==> src/rtl/dwp_pkg.sv <==
`timescale 1ns/1ps
package dwp_pkg;
  typedef enum logic [1:0] {
    TS_IDLE = 2'd0,
    TS_DATA = 2'd1,
    TS_RTRY = 2'd2,
    TS_PARW = 2'd3
  } tgt_state_e;

  typedef enum logic [1:0] {
    PH_OFF  = 2'd0,
    PH_LOW  = 2'd1,
    PH_HIGH = 2'd2
  } perr_phase_e;
endpackage

==> src/rtl/dwp_entry.sv <==
`timescale 1ns/1ps
module dwp_entry #(
  parameter  int AW = 32,
  parameter  int DW = 32,
  localparam int BW = DW / 8
) (
  input  logic          clk,
  input  logic          rst_n,
  input  logic          ld_vld,
  input  logic [AW-1:0] ld_addr,
  input  logic [BW-1:0] ld_be,
  input  logic [DW-1:0] ld_data,
  input  logic          ld_par,
  input  logic          cmp_vld,
  input  logic          cmp_far_perr,
  input  logic          free,
  output logic          e_full,
  output logic          e_avail,
  output logic          e_far,
  output logic [AW-1:0] e_addr,
  output logic [BW-1:0] e_be,
  output logic [DW-1:0] e_data,
  output logic          e_par
);
  logic full_q, full_d;
  logic avail_q, avail_d;
  logic far_q, far_d;
  logic ld_en, cmp_en;
  logic [AW-1:0] addr_q;
  logic [BW-1:0] be_q;
  logic [DW-1:0] data_q;
  logic          par_q;

  assign ld_en  = ld_vld && !full_q && !free;
  assign cmp_en = cmp_vld && full_q && !free;

  always_comb begin
    full_d  = full_q;
    avail_d = avail_q;
    far_d   = far_q;
    if (free) begin
      full_d  = 1'b0;
      avail_d = 1'b0;
      far_d   = 1'b0;
    end else if (ld_en) begin
      full_d  = 1'b1;
      avail_d = 1'b0;
      far_d   = 1'b0;
    end else if (cmp_en) begin
      avail_d = 1'b1;
      far_d   = cmp_far_perr;
    end
  end

  always_ff @(posedge clk or negedge rst_n) begin
    if (!rst_n) begin
      full_q  <= 1'b0;
      avail_q <= 1'b0;
      far_q   <= 1'b0;
    end else begin
      full_q  <= full_d;
      avail_q <= avail_d;
      far_q   <= far_d;
    end
  end

  always_ff @(posedge clk or negedge rst_n) begin
    if (!rst_n) begin
      addr_q <= '0;
      be_q   <= '0;
      data_q <= '0;
      par_q  <= 1'b0;
    end else if (ld_en) begin
      addr_q <= ld_addr;
      be_q   <= ld_be;
      data_q <= ld_data;
      par_q  <= ld_par;
    end
  end

  assign e_full  = full_q;
  assign e_avail = avail_q;
  assign e_far   = far_q;
  assign e_addr  = addr_q;
  assign e_be    = be_q;
  assign e_data  = data_q;
  assign e_par   = par_q;

  AST_LOAD_WHEN_FULL_IGNORED: assert property (@(posedge clk) disable iff (!rst_n)
    (full_q && ld_vld && !free) |=> ($stable(addr_q) && $stable(data_q)));
  AST_AVAIL_NEEDS_ENTRY: assert property (@(posedge clk) disable iff (!rst_n)
    avail_q |-> full_q);
endmodule

==> src/rtl/dwp_tgt.sv <==
`timescale 1ns/1ps
module dwp_tgt
  import dwp_pkg::*;
#(
  parameter  int AW = 32,
  parameter  int DW = 32,
  localparam int BW = DW / 8
) (
  input  logic          clk,
  input  logic          rst_n,
  input  logic          req_vld,
  input  logic [AW-1:0] req_addr,
  input  logic [BW-1:0] req_be,
  input  logic [DW-1:0] req_data,
  input  logic          par_in,
  input  logic          e_full,
  input  logic          e_avail,
  input  logic          e_far,
  input  logic [AW-1:0] e_addr,
  input  logic [BW-1:0] e_be,
  input  logic [DW-1:0] e_data,
  input  logic          e_par,
  output logic          trdy_n,
  output logic          stop_n,
  output logic          ini_err,
  output logic          done,
  output logic          far_pass,
  output logic          st_ret,
  output logic          st_far
);
  tgt_state_e st_q, st_d;
  logic [DW-1:0] rdata_q;
  logic [BW-1:0] rbe_q;
  logic          take;
  logic          hit;
  logic          eval;
  logic          bad_par;
  logic [BW-1:0] lane_eq;
  logic          data_eq;
  logic          ret_q, far_q;

  assign hit  = e_full && e_avail && (req_addr == e_addr) && (req_be == e_be);
  assign take = (st_q == TS_IDLE) && req_vld;

  always_comb begin
    st_d = st_q;
    unique case (st_q)
      TS_IDLE: if (req_vld) st_d = hit ? TS_DATA : TS_RTRY;
      TS_DATA: st_d = TS_PARW;
      TS_RTRY: st_d = TS_IDLE;
      TS_PARW: st_d = TS_IDLE;
      default: st_d = TS_IDLE;
    endcase
  end

  always_ff @(posedge clk or negedge rst_n) begin
    if (!rst_n) st_q <= TS_IDLE;
    else        st_q <= st_d;
  end

  always_ff @(posedge clk or negedge rst_n) begin
    if (!rst_n) begin
      rdata_q <= '0;
      rbe_q   <= '0;
    end else if (take) begin
      rdata_q <= req_data;
      rbe_q   <= req_be;
    end
  end

  for (genvar b = 0; b < BW; b++) begin : g_lane
    assign lane_eq[b] = (rdata_q[8*b +: 8] == e_data[8*b +: 8]);
  end
  assign data_eq = &lane_eq;

  assign eval     = (st_q == TS_PARW);
  assign bad_par  = par_in != (^{rdata_q, rbe_q});
  assign ini_err  = eval && bad_par;
  assign done     = eval && !bad_par && data_eq && (par_in == e_par);
  assign far_pass = done && e_far;

  always_ff @(posedge clk or negedge rst_n) begin
    if (!rst_n) begin
      ret_q <= 1'b0;
      far_q <= 1'b0;
    end else begin
      ret_q <= done;
      far_q <= far_pass;
    end
  end

  assign trdy_n = (st_q != TS_DATA);
  assign stop_n = (st_q != TS_RTRY);
  assign st_ret = ret_q;
  assign st_far = far_q;

  AST_STOP_SINGLE: assert property (@(posedge clk) disable iff (!rst_n)
    !stop_n |=> stop_n);
  AST_TRDY_NEEDS_STATUS: assert property (@(posedge clk) disable iff (!rst_n)
    !trdy_n |-> (e_full && e_avail));
  AST_RET_AFTER_ACCEPT: assert property (@(posedge clk) disable iff (!rst_n)
    st_ret |-> ($past(trdy_n, 2) == 1'b0));
  AST_NO_RET_ON_PERR: assert property (@(posedge clk) disable iff (!rst_n)
    ini_err |=> !st_ret);
endmodule

==> src/rtl/dwp_perr.sv <==
`timescale 1ns/1ps
module dwp_perr
  import dwp_pkg::*;
(
  input  logic clk,
  input  logic rst_n,
  input  logic ini_err,
  input  logic far_pass,
  input  logic pere_near,
  input  logic pere_far,
  input  logic pe_clr,
  output logic perr_n,
  output logic perr_oe,
  output logic pe_det
);
  perr_phase_e ph_q, ph_d;
  logic fire;
  logic pe_q, pe_d;

  assign fire = (ini_err && pere_near) || (far_pass && pere_near && pere_far);

  always_comb begin
    ph_d = ph_q;
    if (fire) ph_d = PH_LOW;
    else begin
      unique case (ph_q)
        PH_LOW:  ph_d = PH_HIGH;
        PH_HIGH: ph_d = PH_OFF;
        default: ph_d = PH_OFF;
      endcase
    end
    pe_d = pe_q;
    if (ini_err)     pe_d = 1'b1;
    else if (pe_clr) pe_d = 1'b0;
  end

  always_ff @(posedge clk or negedge rst_n) begin
    if (!rst_n) begin
      ph_q <= PH_OFF;
      pe_q <= 1'b0;
    end else begin
      ph_q <= ph_d;
      pe_q <= pe_d;
    end
  end

  assign perr_n  = (ph_q != PH_LOW);
  assign perr_oe = (ph_q != PH_OFF);
  assign pe_det  = pe_q;

  AST_PERR_ONE_LOW: assert property (@(posedge clk) disable iff (!rst_n)
    !perr_n |=> (perr_n && perr_oe));
  AST_PERR_DRIVEN: assert property (@(posedge clk) disable iff (!rst_n)
    !perr_n |-> perr_oe);
  AST_PE_STICKY: assert property (@(posedge clk) disable iff (!rst_n)
    (pe_q && !pe_clr) |=> pe_q);
  AST_FAR_NEEDS_BOTH: assert property (@(posedge clk) disable iff (!rst_n)
    (far_pass && !ini_err && !(pere_near && pere_far)) |=> perr_n);
endmodule

==> src/rtl/dw_parity_guard.sv <==
`timescale 1ns/1ps
module dw_parity_guard #(
  parameter  int AW = 32,
  parameter  int DW = 32,
  localparam int BW = DW / 8
) (
  input  logic          clk,
  input  logic          rst_n,
  input  logic          ld_vld,
  input  logic [AW-1:0] ld_addr,
  input  logic [BW-1:0] ld_be,
  input  logic [DW-1:0] ld_data,
  input  logic          ld_par,
  input  logic          cmp_vld,
  input  logic          cmp_far_perr,
  input  logic          req_vld,
  input  logic [AW-1:0] req_addr,
  input  logic [BW-1:0] req_be,
  input  logic [DW-1:0] req_data,
  input  logic          par_in,
  input  logic          pere_near,
  input  logic          pere_far,
  input  logic          pe_det_clr,
  output logic          trdy_n,
  output logic          stop_n,
  output logic          perr_n,
  output logic          perr_oe,
  output logic          pe_det,
  output logic          st_ret,
  output logic          st_far_perr,
  output logic          ent_full
);
  logic          e_full, e_avail, e_far, e_par;
  logic [AW-1:0] e_addr;
  logic [BW-1:0] e_be;
  logic [DW-1:0] e_data;
  logic          ini_err, done, far_pass;

  dwp_entry #(.AW(AW), .DW(DW)) u_entry (
    .clk(clk), .rst_n(rst_n),
    .ld_vld(ld_vld), .ld_addr(ld_addr), .ld_be(ld_be), .ld_data(ld_data), .ld_par(ld_par),
    .cmp_vld(cmp_vld), .cmp_far_perr(cmp_far_perr), .free(done),
    .e_full(e_full), .e_avail(e_avail), .e_far(e_far),
    .e_addr(e_addr), .e_be(e_be), .e_data(e_data), .e_par(e_par)
  );

  dwp_tgt #(.AW(AW), .DW(DW)) u_tgt (
    .clk(clk), .rst_n(rst_n),
    .req_vld(req_vld), .req_addr(req_addr), .req_be(req_be), .req_data(req_data),
    .par_in(par_in),
    .e_full(e_full), .e_avail(e_avail), .e_far(e_far),
    .e_addr(e_addr), .e_be(e_be), .e_data(e_data), .e_par(e_par),
    .trdy_n(trdy_n), .stop_n(stop_n),
    .ini_err(ini_err), .done(done), .far_pass(far_pass),
    .st_ret(st_ret), .st_far(st_far_perr)
  );

  dwp_perr u_perr (
    .clk(clk), .rst_n(rst_n),
    .ini_err(ini_err), .far_pass(far_pass),
    .pere_near(pere_near), .pere_far(pere_far), .pe_clr(pe_det_clr),
    .perr_n(perr_n), .perr_oe(perr_oe), .pe_det(pe_det)
  );

  assign ent_full = e_full;

  AST_RET_FREES_ENTRY: assert property (@(posedge clk) disable iff (!rst_n)
    st_ret |-> !ent_full);
  AST_STROBES_EXCLUSIVE: assert property (@(posedge clk) disable iff (!rst_n)
    !(!trdy_n && !stop_n));
  AST_PE_SET_ON_ERR: assert property (@(posedge clk) disable iff (!rst_n)
    ini_err |=> pe_det);
endmodule

==> config.mk <==
export PLATFORM = sky130hd
export DESIGN_NAME = dw_parity_guard
export DESIGN_NICKNAME = d
export VERILOG_FILES = /design/src/rtl/dwp_pkg.sv /design/src/rtl/dwp_entry.sv /design/src/rtl/dwp_tgt.sv /design/src/rtl/dwp_perr.sv /design/src/rtl/dw_parity_guard.sv
export SDC_FILE = /design/constraint.sdc
export NUM_CORES = 1
export LEC_CHECK = 0
export BUFFER_PORTS_ARGS = -buffer_cell sky130_fd_sc_hd__buf_2
export CORE_UTILIZATION = 55
export DETAILED_ROUTE_END_ITERATION = 6
export MAX_ROUTING_LAYER = met4
export PLACE_DENSITY = 0.87
export SLEW_MARGIN = 25
export SYNTH_ARGS = -nofsm -noshare
export SYNTH_HDL_FRONTEND = slang
export SYNTH_SLANG_ARGS = --single-unit
==> constraint.sdc <==
create_clock -name clk -period 4.76 [get_ports clk]
set_input_delay 0.238 -clock clk [delete_from_list [all_inputs] [get_ports clk]]
set_output_delay 0.238 -clock clk [all_outputs]
set_load 0.01 [all_outputs]
Word level (Yosys, flattened, before mapping)
Cells that the tools add are included.
Widths: inputs -> output; s select.
{ "word_totals": {"reg_bits": 115, "inputBits": 147, "elab_cells": 73, "out_inout_bits": 8} }
{ "classes": {"n_eq_ne": 16, "n_mux": 15, "reduce_logical": 28} }
{ "op_table": {"columns": ["op", "n"], "rows": [
  ["$reduce_xor 36->1", 1],
  ["$eq 32x32->1", 1],
  ["$eq 8x8->1", 4],
  ["$logic_and 1x1->1", 16],
  ["$mux 1", 10],
  ["$mux 2", 4],
  ["$pmux 2 s3", 1],
  ["$reduce_bool 2->1", 3],
  ["$eq 2x1->1 const B", 2],
  ["$eq 2x2->1 const B", 2],
  ["$eq 4x4->1", 1],
  ["$ne 2x1->1 const B", 2],
  ["$ne 2x2->1 const B", 2],
  ["$reduce_and 4->1", 1],
  ["$logic_not 1->1", 3],
  ["$reduce_bool 3->1", 1],
  ["$logic_not 2->1", 1],
  ["$reduce_or 2->1", 1],
  ["$eq 1x1->1", 1],
  ["$logic_or 1x1->1", 1],
  ["$ne 1x1->1", 1]
]} }

Depth between registers and ports, before layout
{ "logic_depth": {"ltp_word": 11, "ltp_mapped": 9, "depth_no_buf": 7} }

Hierarchy
A second synthesis with hierarchy kept.
{ "unflattened": {"cells_unflattened": 389, "area_unflattened_um2": 5377.7} }
{ "modules_own_cells": {"columns": ["module", "cells_per_inst", "n_inst", "area_each_um2"], "rows": [
  ["dwp_entry", 158, 1, 2690.1],
  ["dwp_tgt", 221, 1, 2570.0],
  ["dwp_perr", 10, 1, 117.6]
]} }

Worst setup path after synthesis
Ideal clock, no wire load.
{ "synth_timing": {"path_kind": "register to register", "from": "register u_tgt.rdata_q[22]", "to": "register u_entry.addr_q[10] (netlist: u_entry.e_addr[10])", "period_less_slack_ps": 2570, "slack_ps": 2190, "arrival_ps": 2445, "required_ps": 4635, "path_stages_with_launch": 9, "cell_sequence": "dfrtp_1 xor2_1 nor4_1 nand4_1 or4_4 o31ai_4 buf_6 buf_6 mux2_4"} }
{ "synth_via": {"elab_chain_len": 8} }
{ "synth_rtl": {"columns": ["element", "line", "text"], "rows": [
  ["from (decl)", "dwp_tgt.sv:32", "logic [DW-1:0] rdata_q;"],
  ["from (signal assigned)", "dwp_tgt.sv:66", "rdata_q <= req_data;"],
  ["$reduce_xor 36->1", "dwp_tgt.sv:77", "assign bad_par = par_in != (^{rdata_q, rbe_q});"],
  ["$ne 1x1->1", "dwp_tgt.sv:77", null],
  ["$logic_not 1->1", "dwp_tgt.sv:79", "assign done = eval && !bad_par && data_eq && (par_in == e_par);"],
  ["$logic_and 1x1->1", "dwp_tgt.sv:79", null],
  ["$logic_and 1x1->1 * (2 in series)", "dwp_tgt.sv:79", null],
  ["$logic_not 1->1 *", "dwp_entry.sv:34", "assign ld_en = ld_vld && !full_q && !free;"],
  ["$logic_and 1x1->1 *", "dwp_entry.sv:34", null],
  ["to (signal assigned)", "dwp_entry.sv:74", "addr_q <= ld_addr;"],
  ["to (decl)", "dwp_entry.sv:29", "logic [AW-1:0] addr_q;"]
]} }
Mark *: on every way between the ends. The rest lies on a longest branch, timed or not.
A chain may end at the register's enable or synchronous reset.

Worst setup path in the final report
{ "layout_timing": {"from": "register u_tgt.rdata_q[13]", "to": "register u_entry.addr_q[11] (netlist: u_entry.e_addr[11])"} }
The elaborated chain is that of the path after synthesis.

==> results.md <==
- Status: completed
- Sum Neg Setup Slack: 0 ns
- Syn-to-layout area delta: 48.5%
- H-tree Lvls: 4
- Share of cells above drive strength 1: 43.9%
- Post-Syn Area: roughly 0.0055 mm²
- Yosys warns: 0
- Wirelength per Cell: 19.1 µm
- Synth area leaders: dfrtp_1 53%, mux2_2 20%, xnor2_1 9.9%
- Reg2Reg Setup Slack: around 1.3 ns
- Hold-critical path depth: 3
- Worst EP arrival: 3.85 ns
- Final Skew: 0.0141 ns
- Cell Area, Placed: 0.00637 mm²
- GRT Overall Usage: ~33%
- RR Startpoint: u_tgt.rdata_q[13]
- Overflow after GRT: 0
- Max Cap Viol: 0
- Slew Limit Headroom: 34.1%
- Crit path kind: reg -> reg
- CTS buffer count: 17
- Mapped Nets: between 500 and 600
- Highest Signal Layer: met4
- Design area: 0.00813 mm²
- CTS tree: built
- Tcrit/Tclk final: between 70% and 80%
- DR WL met2: around 8600 µm
- Max Freq: 290 MHz
- CP Capture Type: register
- Post-synth EDFFs: 0
- Lkg Pwr: 3.75 nW
- Clk_lat worst skew: approximately 0.53 ns
- Synth area leader: dfrtp_1
- Sequential share of the synthesized area: 52.6%
- Pre-antenna DRT Iters: 4
- Vias: ~4300
- Drt first-iter violations: 167
- Vias per cell: roughly 5.3
- Yosys cell types: 36
- Clk buf depth: 2
- Final Net Count: 816
- CP max FO: 69
- Min Tclk post-route: around 3.5 ns
- DRC Markers: 0
- Unrepaired setup endpoints after global routing: no
- Syn Inst Count: 393
- Worst-Margin Slew: 0.988 ns
- Initial Util: 56.3%
- DP Wirelength: 8330 µm
- Share of synthesized flip-flops with an asynchronous set or reset: 100%
- CTS clk-pin slew, worst paths: 0.06 ns
- Routed wl met3: around 630 µm
- Placer Congestion: 0.803
- # rows: 36
- Startpoint Class: register
- Mapped Avg Cell Area: 13.9 µm²
- R2R cell count: 7
- I/O pins: around 160
- VDD IR-drop max: between 0.3 and 0.4 mV
- Die Y: ~100 µm
- Min-delay src: cmp_vld
- Final core area utilization: a little over four fifths
- Ys flop type: dfrtp_1
- Worst path required time: approximately 5.2 ns
- Worst r2r dst: u_entry.e_addr[11]
- Max Slew Vio Count: 0
- Die area: 0.0104 mm²
- Clk root buf: clkbuf_8
- First-pass GRT wire length: 24100 µm
- Initial antenna violation count: 1
- Final hold viol count: 0
- DIE WIDTH: 102 µm
- I/O Buffers: around 150
- Routed Antenna Nets: 0
- Core area: 0.00973 mm²
- #FFs+latches synth: 115
- Hold EP: u_entry.e_far
- Power per cell area: roughly 440 mW/mm²
- Synth top area share: 52.6%
- Min-Delay Path Class: in -> reg
- Final hold slack: approximately 0.043 ns
- Largest net degree at the start of global routing: 70
- Metal1 wirelength: 5830 µm
- Final setup violation count: 0
- Vias in the first global route: 4797
- Post-Route WL: 15600 µm
- TritonCTS Sinks: 115
worst max-delay path, stage by stage (launching register included):
cell and delay [ns]:
dfrtp_1 0.43, xor2_1 0.18, nor4_1 0.48, nand4_1 0.15, or4_4 0.60, o31ai_4 0.22, buf_4 0.78, mux2_2 0.43
final cells by class:
| class | count | area, µm² |
|---|---|---|
| diodes | 1 | 2.50 |
| clock buffers | 22 | 473 |
| clock inverters | 9 | 175 |
| fillers | 522 | 1600 |
| inverters | 5 | 18.8 |
| multi-input cells | 262 | 2510 |
| flip-flops and latches | 115 | 2880 |
| well taps | 133 | 166 |
| repair buffers | 268 | 1910 |
Yosys cell counts, types with 2 or more instances:
master and count:
dfrtp_1 115, mux2_2 95, xnor2_1 62, xor2_1 35, nor4_1 11, mux2_4 10
nand4_1 9, nor2_1 7, buf_4 5, inv_1 5, a21oi_1 4, nor2b_1 4
clkbuf_1 3, nand2b_1 3, buf_6 2, nand2_1 2, nand3_1 2
cells by family (layout without fill, tap and decap cells):
logic type	count (synthesis)	in the layout	share of synthesized area [%]
simple gates	44	44	4.71
xor+xnor	100	100	16.8
buf+inv	16	304	1.71
flops	115	115	52.6
compound gates	13	13	1.97
mux	105	105	22.3
other cells	0	1	0
what timing repair did:
item,in CTS,in global routing
hold endpoints to repair,168,0
hold buffers,111,0
setup endpoints to repair,0,0
resized for setup,0,0
buffers inserted,0,0
stage by stage:
stage	total power [mW]	cells	worst slack, ns
after floorplan	1.85	393	2.19
after global placement	2.02	672	1.46
after detailed placement	2.05	672	1.43
after CTS	3.51	814	1.38
after global routing	3.70	815	1.18
final	3.56	815	1.31
cells in the final DEF, fill, tap and decap left out, types with 2 or more instances in the layout:
| cell | count |
|---|---|
| buf_2 | 153 |
| clkinvlp_4 | 2 |
| nand3_1 | 2 |
| dfrtp_1 | 115 |
| a21oi_1 | 4 |
| nor4_1 | 11 |
| nand4_1 | 9 |
| nor2b_1 | 4 |
| clkbuf_8 | 5 |
| nor2_1 | 7 |
| clkbuf_16 | 16 |
| xor2_1 | 35 |
| nand2b_1 | 3 |
| nand2_1 | 2 |
| buf_4 | 4 |
| mux2_2 | 95 |
| inv_1 | 5 |
| bufinv_16 | 5 |
| dlygate4sd3_1 | 111 |
| clkinv_2 | 2 |
| xnor2_1 | 62 |
| mux2_4 | 10 |
registers in the layout, indices dropped and copies added, names as in the netlist:
register / cells
u_entry.e_avail: 1
u_entry.e_full: 1
u_entry.e_par: 1
u_tgt.st_far: 1
u_tgt.st_ret: 1
u_perr.pe_det: 1
u_entry.e_far: 1
u_entry.e_data: 32
u_tgt.rbe_q: 4
u_entry.e_addr: 32
u_entry.e_be: 4
u_tgt.rdata_q: 32
u_perr.ph_q: 2
u_tgt.st_q: 2
metal layers:
layer / global-route usage, % / vias to the layer above
li1: - / 1926
met1: 36.4 / 2163
met2: 59.1 / 144
met3: 6.97 / 59
met4: 14.4 / 0
met5: - / -
worst max-delay path by stage:
stage | slack, ns | startpoint | cells after the start | endpoint
4_1_cts | 1.38 | u_tgt.rdata_q[28] | 7 | u_entry.e_addr[11]
3_3_place_gp | 1.46 | u_tgt.rdata_q[28] | 7 | u_entry.e_addr[16]
6_report | 1.31 | u_tgt.rdata_q[13] | 7 | u_entry.e_addr[11]
2_1_floorplan | 2.19 | u_tgt.rdata_q[22] | 8 | u_entry.e_addr[10]
5_1_grt | 1.18 | u_tgt.rdata_q[28] | 7 | u_entry.e_addr[11]
3_5_place_dp | 1.43 | u_tgt.rdata_q[24] | 7 | u_entry.e_addr[27]
where the power goes:
part           switching [mW]  total (mW)  internal [mW]
logic                   0.427       0.959          0.532
registers               0.111        1.21           1.09
clock network           0.442        1.40          0.954
Note: power is estimated with default switching activity, not from simulation.
